[src/rtl/agc_pkg.sv]
`timescale 1ns/1ps
package agc_pkg;
   typedef enum logic [1:0] {
      AGC_HOLD    = 2'd0,
      AGC_ATTACK  = 2'd1,
      AGC_RELEASE = 2'd2,
      AGC_CLAMP   = 2'd3
   } agc_state_e;
endpackage

[src/rtl/agc_env_track.sv]
`timescale 1ns/1ps
module agc_env_track #(
   parameter int SAMPLE_W    = 16,
   parameter int DECAY_SHIFT = 4
) (
   input  logic                  clk,
   input  logic                  rst_n,
   input  logic                  vld,
   input  logic [SAMPLE_W-1:0]   data,
   output logic [SAMPLE_W-2:0]   mag_o,
   output logic [SAMPLE_W-2:0]   env_nxt_o,
   output logic [SAMPLE_W-2:0]   env_o
);
   localparam int MAG_W = SAMPLE_W - 1;

   logic [SAMPLE_W-1:0] neg;
   logic [MAG_W-1:0]    drop_raw;
   logic [MAG_W-1:0]    drop;

   // magnitude with saturation of the most negative code
   always_comb begin
      neg = -data;
      if (!data[SAMPLE_W-1])
         mag_o = data[MAG_W-1:0];
      else if (data[MAG_W-1:0] == '0)
         mag_o = '1;
      else
         mag_o = neg[MAG_W-1:0];
   end

   generate
      if (DECAY_SHIFT == 0) begin : g_instant
         assign drop_raw = env_o;
      end else begin : g_shift
         assign drop_raw = env_o >> DECAY_SHIFT;
      end
   endgenerate

   assign drop      = (drop_raw == '0 && env_o != '0) ? MAG_W'(1) : drop_raw;
   assign env_nxt_o = (mag_o > env_o) ? mag_o : (env_o - drop);

   always_ff @(posedge clk or negedge rst_n) begin
      if (!rst_n)   env_o <= '0;
      else if (vld) env_o <= env_nxt_o;
   end
endmodule

[src/rtl/agc_step_timer.sv]
`timescale 1ns/1ps
module agc_step_timer
   import agc_pkg::*;
#(
   parameter int RATE_W    = 4,
   parameter int LIM_SHIFT = 2
) (
   input  logic              clk,
   input  logic              rst_n,
   input  logic              vld,
   input  agc_state_e        state,
   input  agc_state_e        state_nxt,
   input  logic [RATE_W-1:0] atk_code,
   input  logic [RATE_W-1:0] rel_code,
   input  logic              lim_en,
   output logic              step_o
);
   localparam int CNT_W = 1 << RATE_W;

   logic [RATE_W-1:0] code;
   logic [CNT_W-1:0]  base;
   logic [CNT_W-1:0]  scaled;
   logic [CNT_W-1:0]  interval;
   logic [CNT_W-1:0]  cnt;
   logic [CNT_W-1:0]  cnt_eff;
   logic              hit;

   assign code = (state_nxt == AGC_ATTACK) ? atk_code : rel_code;
   assign base = CNT_W'(1) << code;

   generate
      if (LIM_SHIFT == 0) begin : g_no_div
         assign scaled = base;
      end else begin : g_div
         assign scaled = base >> LIM_SHIFT;
      end
   endgenerate

   always_comb begin
      if (state_nxt == AGC_CLAMP)
         interval = CNT_W'(1);
      else if (lim_en)
         interval = (scaled == '0) ? CNT_W'(1) : scaled;
      else
         interval = base;
   end

   assign cnt_eff = (state_nxt == state) ? cnt : '0;
   assign hit     = (cnt_eff == interval - CNT_W'(1));
   assign step_o  = vld && (state_nxt != AGC_HOLD) && hit;

   always_ff @(posedge clk or negedge rst_n) begin
      if (!rst_n)
         cnt <= '0;
      else if (vld) begin
         if (state_nxt == AGC_HOLD || step_o) cnt <= '0;
         else                                 cnt <= cnt_eff + CNT_W'(1);
      end
   end
endmodule

[src/rtl/agc_gain_reg.sv]
`timescale 1ns/1ps
module agc_gain_reg
   import agc_pkg::*;
#(
   parameter int GAIN_W    = 6,
   parameter int GAIN_INIT = 32
) (
   input  logic              clk,
   input  logic              rst_n,
   input  logic              vld,
   input  logic              step,
   input  agc_state_e        state_nxt,
   input  logic [GAIN_W-1:0] gmax,
   input  logic [GAIN_W-1:0] gmin,
   input  logic              lim_en,
   output logic [GAIN_W-1:0] gain_o
);
   logic              lim_q;
   logic [GAIN_W-1:0] cap;
   logic [GAIN_W-1:0] ceil_act;
   logic              go_down;
   logic              go_up;

   always_comb begin
      if (!lim_en)     ceil_act = gmax;
      else if (!lim_q) ceil_act = gain_o;
      else             ceil_act = cap;
   end

   assign go_down = (state_nxt == AGC_ATTACK || state_nxt == AGC_CLAMP) && (gain_o > gmin);
   assign go_up   = (state_nxt == AGC_RELEASE) && (gain_o < ceil_act);

   always_ff @(posedge clk or negedge rst_n) begin
      if (!rst_n) begin
         gain_o <= GAIN_W'(GAIN_INIT);
         lim_q  <= 1'b0;
         cap    <= GAIN_W'(GAIN_INIT);
      end else begin
         lim_q <= lim_en;
         if (lim_en && !lim_q) cap <= gain_o;
         if (vld && step) begin
            if (go_down)    gain_o <= gain_o - GAIN_W'(1);
            else if (go_up) gain_o <= gain_o + GAIN_W'(1);
         end
      end
   end
endmodule

[src/rtl/agc_level_ctrl.sv]
`timescale 1ns/1ps
module agc_level_ctrl
   import agc_pkg::*;
#(
   parameter int SAMPLE_W    = 16,
   parameter int GAIN_W      = 6,
   parameter int GAIN_INIT   = 32,
   parameter int RATE_W      = 4,
   parameter int LIM_SHIFT   = 2,
   parameter int DECAY_SHIFT = 4
) (
   input  logic                clk,
   input  logic                rst_n,
   input  logic                smp_vld,
   input  logic [SAMPLE_W-1:0] smp_data,
   input  logic [SAMPLE_W-2:0] cfg_target,
   input  logic [GAIN_W-1:0]   cfg_gain_max,
   input  logic [GAIN_W-1:0]   cfg_gain_min,
   input  logic [RATE_W-1:0]   cfg_atk_rate,
   input  logic [RATE_W-1:0]   cfg_rel_rate,
   input  logic                cfg_limit_mode,
   output logic [GAIN_W-1:0]   gain_o,
   output logic [1:0]          state_o,
   output logic [SAMPLE_W-2:0] env_o
);
   localparam int MAG_W = SAMPLE_W - 1;
   localparam logic [MAG_W-1:0] CLAMP_TH = MAG_W'(7 << (SAMPLE_W - 4));

   generate
      if (SAMPLE_W < 8 || SAMPLE_W > 32) begin : g_bad_sw
         $error("SAMPLE_W out of range");
      end
      if (GAIN_W < 2 || GAIN_INIT < 0 || GAIN_INIT >= (1 << GAIN_W)) begin : g_bad_gain
         $error("gain parameters out of range");
      end
      if (RATE_W < 1 || RATE_W > 5) begin : g_bad_rate
         $error("RATE_W out of range");
      end
      if (LIM_SHIFT < 0 || LIM_SHIFT >= (1 << RATE_W)) begin : g_bad_lim
         $error("LIM_SHIFT out of range");
      end
      if (DECAY_SHIFT < 0 || DECAY_SHIFT >= MAG_W) begin : g_bad_dec
         $error("DECAY_SHIFT out of range");
      end
   endgenerate

   logic [MAG_W-1:0] mag;
   logic [MAG_W-1:0] env_nxt;
   logic [MAG_W-1:0] tgt_lo;
   logic             step;
   agc_state_e       state;
   agc_state_e       state_nxt;

   agc_env_track #(.SAMPLE_W(SAMPLE_W), .DECAY_SHIFT(DECAY_SHIFT)) u_env (
      .clk(clk), .rst_n(rst_n), .vld(smp_vld), .data(smp_data),
      .mag_o(mag), .env_nxt_o(env_nxt), .env_o(env_o)
   );

   // lower edge of the hysteresis band, about 1.5 dB under target
   assign tgt_lo = cfg_target - (cfg_target >> 3) - (cfg_target >> 5);

   always_comb begin
      if (mag > CLAMP_TH)                  state_nxt = AGC_CLAMP;
      else if (env_nxt > cfg_target)       state_nxt = AGC_ATTACK;
      else if (env_nxt < tgt_lo)           state_nxt = AGC_RELEASE;
      else if (state == AGC_ATTACK)        state_nxt = AGC_ATTACK;
      else                                 state_nxt = AGC_HOLD;
   end

   always_ff @(posedge clk or negedge rst_n) begin
      if (!rst_n)       state <= AGC_HOLD;
      else if (smp_vld) state <= state_nxt;
   end

   agc_step_timer #(.RATE_W(RATE_W), .LIM_SHIFT(LIM_SHIFT)) u_timer (
      .clk(clk), .rst_n(rst_n), .vld(smp_vld), .state(state), .state_nxt(state_nxt),
      .atk_code(cfg_atk_rate), .rel_code(cfg_rel_rate), .lim_en(cfg_limit_mode),
      .step_o(step)
   );

   agc_gain_reg #(.GAIN_W(GAIN_W), .GAIN_INIT(GAIN_INIT)) u_gain (
      .clk(clk), .rst_n(rst_n), .vld(smp_vld), .step(step), .state_nxt(state_nxt),
      .gmax(cfg_gain_max), .gmin(cfg_gain_min), .lim_en(cfg_limit_mode),
      .gain_o(gain_o)
   );

   assign state_o = state;
endmodule

[config.mk]
export PLATFORM = sky130hd
export DESIGN_NAME = agc_level_ctrl
export DESIGN_NICKNAME = d
export VERILOG_FILES = /design/src/rtl/agc_pkg.sv /design/src/rtl/agc_env_track.sv /design/src/rtl/agc_step_timer.sv /design/src/rtl/agc_gain_reg.sv /design/src/rtl/agc_level_ctrl.sv
export SDC_FILE = /design/constraint.sdc
export NUM_CORES = 1
export LEC_CHECK = 0
export BUFFER_PORTS_ARGS = -buffer_cell sky130_fd_sc_hd__buf_2
export CORE_AREA = 2 2 137 139
export CTS_CLUSTER_DIAMETER = 80
export CTS_CLUSTER_SIZE = 16
export DETAILED_ROUTE_END_ITERATION = 8
export DIE_AREA = 0 0 139 141
export PLACE_DENSITY = 0.63
export SYNTH_ARGS = -nofsm -noshare
export SYNTH_HDL_FRONTEND = slang
export SYNTH_HIERARCHICAL = 1
export SYNTH_SLANG_ARGS = --single-unit
[constraint.sdc]
create_clock -name clk -period 16 [get_ports clk]
set_clock_uncertainty 0.05 [all_clocks]
set_input_delay 3.2 -clock clk [delete_from_list [all_inputs] [get_ports clk]]
set_output_delay 3.2 -clock clk [all_outputs]
set_load 0.005 [all_outputs]
==> flow_summary.rst, run 1 <==
.. list-table::
   :header-rows: 1

   * - Metric
     - Value
   * - First-pass detailed-route iteration total
     - 7
   * - Largest net degree at the start of global routing
     - 47
   * - Classification of the worst setup path
     - in -> reg
   * - Placement-stage cell area
     - 0.00771 sq mm
   * - Post-route DRC
     - 0
   * - TritonCTS clock tree
     - yes
   * - TritonCTS buffer count
     - 5
   * - Count of hold buffers inserted by post-cts repair
     - 0
   * - Relative slew margins
     - 0.352
   * - Number of post-CTS setup repair buffers
     - 0
   * - Pre-CTS worst setup slack
     - 3.19 ns
   * - Critical Path Max Stage Delay
     - 0.70 ns
   * - Result of the run
     - finished, final reports clean
   * - CTS clock-pin slew for the worst setup and hold paths
     - 0.07 ns
   * - Number of placed I/O pins
     - 78
   * - Worst IR drop on VDD
     - 0.0000978 V
   * - Worst path setup slack after routing
     - 3.24 ns
   * - Final clock period utilization by the worst path
     - 0.798
   * - Clock tree root buffer cell
     - sky130_fd_sc_hd__clkbuf_16
   * - Detail-routed via count per cell
     - 5.79
   * - Post-CTS resize count
     - 0
   * - Post-route ant nets
     - 0
   * - Final cell utilization of the core
     - 0.431
   * - Sinks on Clock Net
     - 46
   * - Crit path max fanout
     - 25
   * - Area used by multi-input combinational logic
     - 0.00555 sq mm
   * - Vertical die dimension
     - 141 um
   * - Post-Syn Nets
     - 1034
   * - Power Dens Cells
     - 205 mW/mm^2
   * - Post-route minimum period
     - 12.76 ns
   * - Register-to-Register Setup Slack
     - 6.64 ns
   * - Initial standard-cell utilization of the core
     - 0.391
   * - Netlist area before placement
     - 0.00715 sq mm
   * - Vias in the first global route
     - 6447
   * - Crit path top cell by count
     - sky130_fd_sc_hd__ha_1
   * - Top delay family on crit path
     - simple AND/OR/NAND/NOR gates
   * - Final weighted congestion in routability-driven placement
     - 0.903
   * - Max clock buf depth
     - 2
   * - Leakage power summed over all cells
     - 3.64 nW
   * - Post-synthesis register bit count
     - 46
   * - Antenna cells
     - 0
   * - Cell count after synthesis
     - 877
   * - Core Rows
     - 50
   * - Max cap viols
     - 0
   * - DPL Wire Length
     - 15.1 mm
   * - Cell variety after synth
     - 91
   * - Number of flops mapped to enable cells by yosys
     - 0
   * - Proportion of synthesized chip area in sequential cells
     - 0.161
   * - Wire length of the first global-routing pass
     - 31.9 mm
   * - Area used by sequential logic in the layout
     - 0.00115 sq mm
   * - # port buffers
     - 77
   * - Critical Path End Type
     - flop
   * - Worst hold margin
     - 0.447 ns
   * - Tot GR Track Use
     - 0.194
   * - Worst EP required
     - 16.13 ns
   * - Overall die area
     - 0.0196 sq mm
   * - Post-synth top flop
     - sky130_fd_sc_hd__dfrtp_1
   * - Final wirelength
     - 19.1 mm
   * - Hold violation count in the final report
     - 0
   * - H-tree depth
     - 2
   * - Via total after detailed routing
     - 6807
   * - Max Clk Rate
     - 78.4 MHz
   * - Final max-slew violation count
     - 0
   * - Share of post-route cells with drive strength above 1
     - 0.155
   * - WP data arrival
     - 12.89 ns
   * - Warning count from the yosys run
     - 6
   * - Worst-Skew Late Latency
     - 0.30 ns
   * - Post-layout instance area
     - 0.00787 sq mm
   * - Syn avg cell area
     - 8.15 sq um
   * - Hold crit path type
     - reg -> reg
   * - Wire length per cell
     - 16.2 um
   * - Setup violations, final
     - 0
   * - Die outline width
     - 139 um
   * - Net count of the finished layout
     - 1098
   * - Placeable core region
     - 0.0183 sq mm
   * - Setup tns final
     - 0 ns
   * - Unrepaired setup endpoints after global routing
     - no
   * - Initial drt markers
     - 503
   * - Share of flip-flops with an asynchronous set or reset
     - 1.00
   * - Filler cell count
     - 1844
   * - Worst-Margin Slew
     - 0.969 ns
   * - Critical path startpoint category
     - input pin
   * - Layout overhead on the synthesized area
     - 10.1%
   * - Aggregate global routing overflow
     - 0
   * - Buffer and inverter count on the worst path
     - 4
   * - Number of antenna violations at the first check in global routing
     - 0
   * - Crit-path slowest cell
     - sky130_fd_sc_hd__o21ai_2
## layer usage
layer / up-vias / wire length, um / track usage
met5: - / 0 / 0
met4: 0 / 345 / 0.0542
met3: 21 / 829 / 0.0160
met2: 202 / 8620 / 0.314
met1: 3208 / 9290 / 0.279
li1: 3376 / - / -
## synthesized netlist by cell type (13+ instances only)
cell type / number / area (sq um)
sky130_fd_sc_hd__dfrtp_1: 44 / 1100
sky130_fd_sc_hd__nand4_1: 19 / 119
sky130_fd_sc_hd__a31oi_1: 23 / 144
sky130_fd_sc_hd__xor2_1: 24 / 210
sky130_fd_sc_hd__a21oi_1: 47 / 235
sky130_fd_sc_hd__mux2i_1: 22 / 220
sky130_fd_sc_hd__inv_1: 86 / 323
sky130_fd_sc_hd__mux2_2: 20 / 225
sky130_fd_sc_hd__a21o_1: 16 / 120
sky130_fd_sc_hd__nor2_1: 59 / 221
sky130_fd_sc_hd__nand3_1: 28 / 140
sky130_fd_sc_hd__o21ai_0: 30 / 150
sky130_fd_sc_hd__ha_1: 90 / 1130
sky130_fd_sc_hd__nand2b_1: 13 / 81.3
sky130_fd_sc_hd__xnor2_1: 32 / 280
sky130_fd_sc_hd__nand2_1: 66 / 248
sky130_fd_sc_hd__nor3_1: 21 / 105
## cell type report
cell class / instances / area share
inverter: 86 / 0.0410
multi-input combinational: 723 / 0.705
sequential: 46 / 0.147
timing repair buffer: 79 / 0.0509
tap: 234 / 0.0372
clock inverter: 3 / 0.00366
clock buffer: 5 / 0.0159
## final timing paths
path,startpoint,endpoint,cells after the start
setup / recovery,smp_data[1],u_gain/gain_o[4],35
hold / removal,u_gain/cap[0],u_gain/cap[0],2
setup reg to reg,u_env/env_o[5],u_gain/gain_o[4],33
min in group asynchronous,rst_n,u_env/env_o[2],2
hold reg to reg,u_gain/cap[0],u_gain/cap[0],2
max in group asynchronous,rst_n,u_gain/cap[2],2
## logic make-up (layout without fill, tap and decap cells)
| logic type | Yosys count | after routing | synth area share |
|---|---|---|---|
| AOI/OAI and AO/OA | 221 | 221 | 0.217 |
| xor gates and xnor gates | 56 | 56 | 0.0686 |
| adders and majority gates | 102 | 102 | 0.191 |
| buffers and inverters | 108 | 173 | 0.0628 |
| DFF | 46 | 46 | 0.161 |
| muxes | 51 | 51 | 0.0805 |
| and+or+nand+nor | 293 | 293 | 0.219 |
## where the power goes
part | total, mW | internal [mW] | switching [mW]
logic | 1.31 | 0.524 | 0.789
clock network | 0.109 | 0.0599 | 0.0494
registers | 0.190 | 0.142 | 0.0476
## layout by cell type, fill, tap and decap left out, types with 12 or more instances in the layout
| master | Yosys | routed |
|---|---|---|
| sky130_fd_sc_hd__nand2_1 | 66 | 66 |
| sky130_fd_sc_hd__nand4_1 | 19 | 19 |
| sky130_fd_sc_hd__mux2_2 | 20 | 20 |
| sky130_fd_sc_hd__fa_1 | 12 | 12 |
| sky130_fd_sc_hd__buf_2 | 8 | 77 |
| sky130_fd_sc_hd__a31oi_1 | 23 | 23 |
| sky130_fd_sc_hd__xnor2_1 | 32 | 32 |
| sky130_fd_sc_hd__o21ai_1 | 12 | 12 |
| sky130_fd_sc_hd__xor2_1 | 24 | 24 |
| sky130_fd_sc_hd__mux2i_1 | 22 | 22 |
| sky130_fd_sc_hd__a21o_1 | 16 | 16 |
| sky130_fd_sc_hd__inv_1 | 86 | 86 |
| sky130_fd_sc_hd__dfrtp_1 | 44 | 44 |
| sky130_fd_sc_hd__o21ai_0 | 30 | 30 |
| sky130_fd_sc_hd__nor2_1 | 59 | 59 |
| sky130_fd_sc_hd__nand2b_1 | 13 | 13 |
| sky130_fd_sc_hd__a21oi_1 | 47 | 47 |
| sky130_fd_sc_hd__nor3_1 | 21 | 21 |
| sky130_fd_sc_hd__ha_1 | 90 | 90 |
| sky130_fd_sc_hd__nand3_1 | 28 | 28 |
## per-stage QoR
| step | power (mW) | cells |
|---|---|---|
| CTS | 1.59 | 1176 |
| global placement | 1.47 | 1168 |
| floorplan | 1.19 | 877 |
| finish | 1.61 | 1176 |
| global route | 1.77 | 1176 |
| detailed placement | 1.47 | 1168 |
## flip-flops by register name (all words and copies together) (netlist names)
name and count:
u_gain/cap 6, state_o 2, u_gain/gain_o 6, u_gain/lim_q 1, u_timer/cnt 16, u_env/env_o 15
## worst min-delay path: stages, from the launching register on
cell and delay [ns]:
sky130_fd_sc_hd__dfrtp_1 0.35, sky130_fd_sc_hd__nand2_1 0.05, sky130_fd_sc_hd__o21ai_0 0.07
Note: power is estimated with default switching activity, not from simulation.
==> run 2, diff against run 1 <==
- PLACE_DENSITY: 0.63 -> 0.66
- clock period: 16 -> 11.55 ns (I/O delays scaled with it)
==> run 2 against run 1 <==
  * Global-route usage decreased by 0.20 points
  * Die area unchanged
  * Worst setup slack got worse by 2.6 ns
  * First-iteration DRC count decreased by 15%
  * Cell area increased by 0.83%
  * Critical path depth increased by 2
  * Sequential share of layout area decreased by 0.12 points
  * Routed wire length decreased by 0.35%
==> flow_summary.rst, run 2 (same netlist as run 1, synthesis figures left out) <==
.. list-table::
   :header-rows: 1

   * - Metric
     - Value
   * - Classification of the worst setup path
     - in -> reg
   * - Buffer and inverter count on the worst path
     - 5 (+1)
   * - Wire length per cell
     - 16.1 um (-0.77%)
   * - Routing usage on met1
     - 0.267 (-0.0123)
   * - WP data arrival
     - 11.04 ns (-1.85 ns)
   * - # port buffers
     - 77 (unchanged)
   * - Crit path max fanout
     - 18 (-28%)
   * - Setup tns final
     - 0 ns (unchanged)
   * - Biggest regs
     - u_timer/cnt: 16 flops, u_env/env_o: 15 flops
   * - Count of hold buffers inserted by post-cts repair
     - 0 (unchanged)
   * - TritonCTS clock tree
     - yes
   * - Final wirelength
     - 19.0 mm (-0.35%)
   * - Max cap viols
     - 0 (unchanged)
   * - Post-route DRC
     - 0 (unchanged)
   * - DPL Wire Length
     - 15.3 mm (+1.6%)
   * - Worst IR drop on VDD
     - 0.000116 V (+19%)
   * - Flip-flop count of the largest register, all copies and words added
     - 16 (unchanged)
   * - Final weighted congestion in routability-driven placement
     - 0.893 (-1.2%)
   * - CTS clock-pin slew for the worst setup and hold paths
     - 0.07 ns (about the same)
   * - Relative slew margins
     - 0.295 (-0.0566)
   * - Top delay family on crit path
     - simple AND/OR/NAND/NOR gates
   * - Crit path top cell by count
     - sky130_fd_sc_hd__ha_1
   * - Layout overhead on the synthesized area
     - 11.0%
   * - Worst EP required
     - 11.68 ns (-4.45 ns)
   * - Placeable core region
     - 0.0183 sq mm (unchanged)
   * - Net count of the finished layout
     - 1103 (+0.46%)
   * - Post-route minimum period
     - 10.91 ns
   * - Grt met2 use
     - 0.311 (-0.00363)
   * - H-tree depth
     - 2 (unchanged)
   * - Setup violations, final
     - 0 (unchanged)
   * - Aggregate global routing overflow
     - 0 (unchanged)
   * - Number of antenna violations at the first check in global routing
     - 0 (unchanged)
   * - Critical Path Max Stage Delay
     - 0.54 ns (-0.16 ns)
   * - Worst-Margin Slew
     - 1.06 ns (+0.0884 ns)
   * - Hold violation count in the final report
     - 0 (unchanged)
   * - Via total after detailed routing
     - 6862 (+0.81%)
   * - Initial standard-cell utilization of the core
     - 0.391 (unchanged)
   * - Unrepaired setup endpoints after global routing
     - no
   * - Vias in the first global route
     - 6342 (-1.6%)
   * - Grt met3 use
     - 0.0258 (+0.00985)
   * - First-pass detailed-route iteration total
     - 5 (-2)
   * - Max Clk Rate
     - 91.6 MHz
   * - Tot GR Track Use
     - 0.192 (-0.00203)
   * - Final clock period utilization by the worst path
     - 0.945
   * - Max clock buf depth
     - 2 (unchanged)
   * - Share of post-route cells with drive strength above 1
     - 0.162 (+0.00657)
   * - TritonCTS buffer count
     - 5 (unchanged)
   * - Number of post-CTS setup repair buffers
     - 0 (unchanged)
   * - Die outline width
     - 139 um (unchanged)
   * - Final cell utilization of the core
     - 0.434 (+0.00356)
   * - Leakage power summed over all cells
     - 3.67 nW (+0.95%)
   * - Hold crit path type
     - reg -> reg
   * - Overall die area
     - 0.0196 sq mm (unchanged)
   * - Result of the run
     - finished, final reports clean
   * - Crit-path slowest cell
     - sky130_fd_sc_hd__or4_1
   * - Final max-slew violation count
     - 0 (unchanged)
   * - Post-CTS resize count
     - 0 (unchanged)
   * - Largest net degree at the start of global routing
     - 47 (unchanged)
   * - Initial drt markers
     - 430 (-15%)
   * - Register name with the most flops
     - u_timer/cnt
   * - Clock tree root buffer cell
     - sky130_fd_sc_hd__clkbuf_16
   * - Worst hold margin
     - 0.431 ns (-0.0159 ns)
   * - Post-route ant nets
     - 0 (unchanged)
   * - Core Rows
     - 50 (unchanged)
   * - Critical path startpoint category
     - input pin
   * - Wire length of the first global-routing pass
     - 31.3 mm (-1.6%)
   * - Vertical die dimension
     - 141 um (unchanged)
   * - Number of placed I/O pins
     - 78 (unchanged)
   * - Power Dens Cells
     - 286 mW/mm^2 (+40%)
   * - Critical Path End Type
     - flop
   * - Sinks on Clock Net
     - 46 (unchanged)
   * - Most common library cell in the layout ignoring fill and taps
     - sky130_fd_sc_hd__ha_1
   * - Detail-routed via count per cell
     - 5.81 (+0.38%)
   * - Highest-count cells in the layout ignoring fill and taps
     - sky130_fd_sc_hd__ha_1 (90), sky130_fd_sc_hd__inv_1 (86), sky130_fd_sc_hd__buf_2 (77)
   * - Antenna cells
     - 0 (unchanged)
   * - Worst-Skew Late Latency
     - 0.29 ns (about the same)
   * - Most utilized layer in the global route result
     - met2
## run 2: cell count changes in the layout (fill, tap and decap cells not counted), sizes merged
cell and delta:
inv -1, buf +5, bufinv +1
## run 2: path summary, 6_finish.rpt
kind / startpoint / endpoint / slack (ns) / cells after the start
setup / recovery: smp_data[1] / u_gain/gain_o[2] / 0.64 / 37
hold / removal: u_gain/cap[1] / u_gain/cap[1] / 0.43 / 2
setup reg to reg: u_env/env_o[14] / u_gain/gain_o[2] / 2.79 / 33
hold reg to reg: u_gain/cap[1] / u_gain/cap[1] / 0.43 / 2
max in group asynchronous: rst_n / u_timer/cnt[13] / 8.65 / 1
min in group asynchronous: rst_n / u_env/env_o[2] / 2.14 / 1
## run 2: layout make-up
type                       count  area [sq um]
fill                        1854         10300
multi-input combinational    723          5560
sequential                    46          1150
timing repair buffer          84           438
inverter                      86           323
tap                          234           293
clock buffer                   5           125
clock inverter                 3          43.8
## run 2: where the power goes
group	internal, mW	switching [mW]
clock	0.103	0.0674
sequential	0.197	0.0643
combinational	0.744	1.09
total	1.04	1.22
## run 2: metrics by stage
step	setup slack [ns]	std cells	cell area (sq um)	power (mW)
6_report	0.638	1181	7930	2.27
5_1_grt	0.0174	1181	7930	2.50
4_1_cts	0.489	1181	7920	2.23
3_5_place_dp	0.201	1173	7750	2.05
3_3_place_gp	0.385	1173	7750	2.03
2_1_floorplan	1.49	877	7150	1.64
## run 2: routing by layer
| layer | vias to the layer above | share of wire |
|---|---|---|
| met2 | 226 | 0.46 |
| met4 | 0 | 0.026 |
| met5 | - | 0 |
| li1 | 3380 | - |
| met3 | 33 | 0.056 |
| met1 | 3223 | 0.46 |
## run 2: worst reg2reg max path: cells and delay by family (launching register included)
family | cells | cell delay [ns]
DFF | 1 | 0.46
adders and majority gates | 4 | 1.22
muxes | 2 | 0.62
and+or+nand+nor | 7 | 1.67
xor gates and xnor gates | 1 | 0.16
buffers and inverters | 3 | 0.23
AOI/OAI and AO/OA | 16 | 4.26
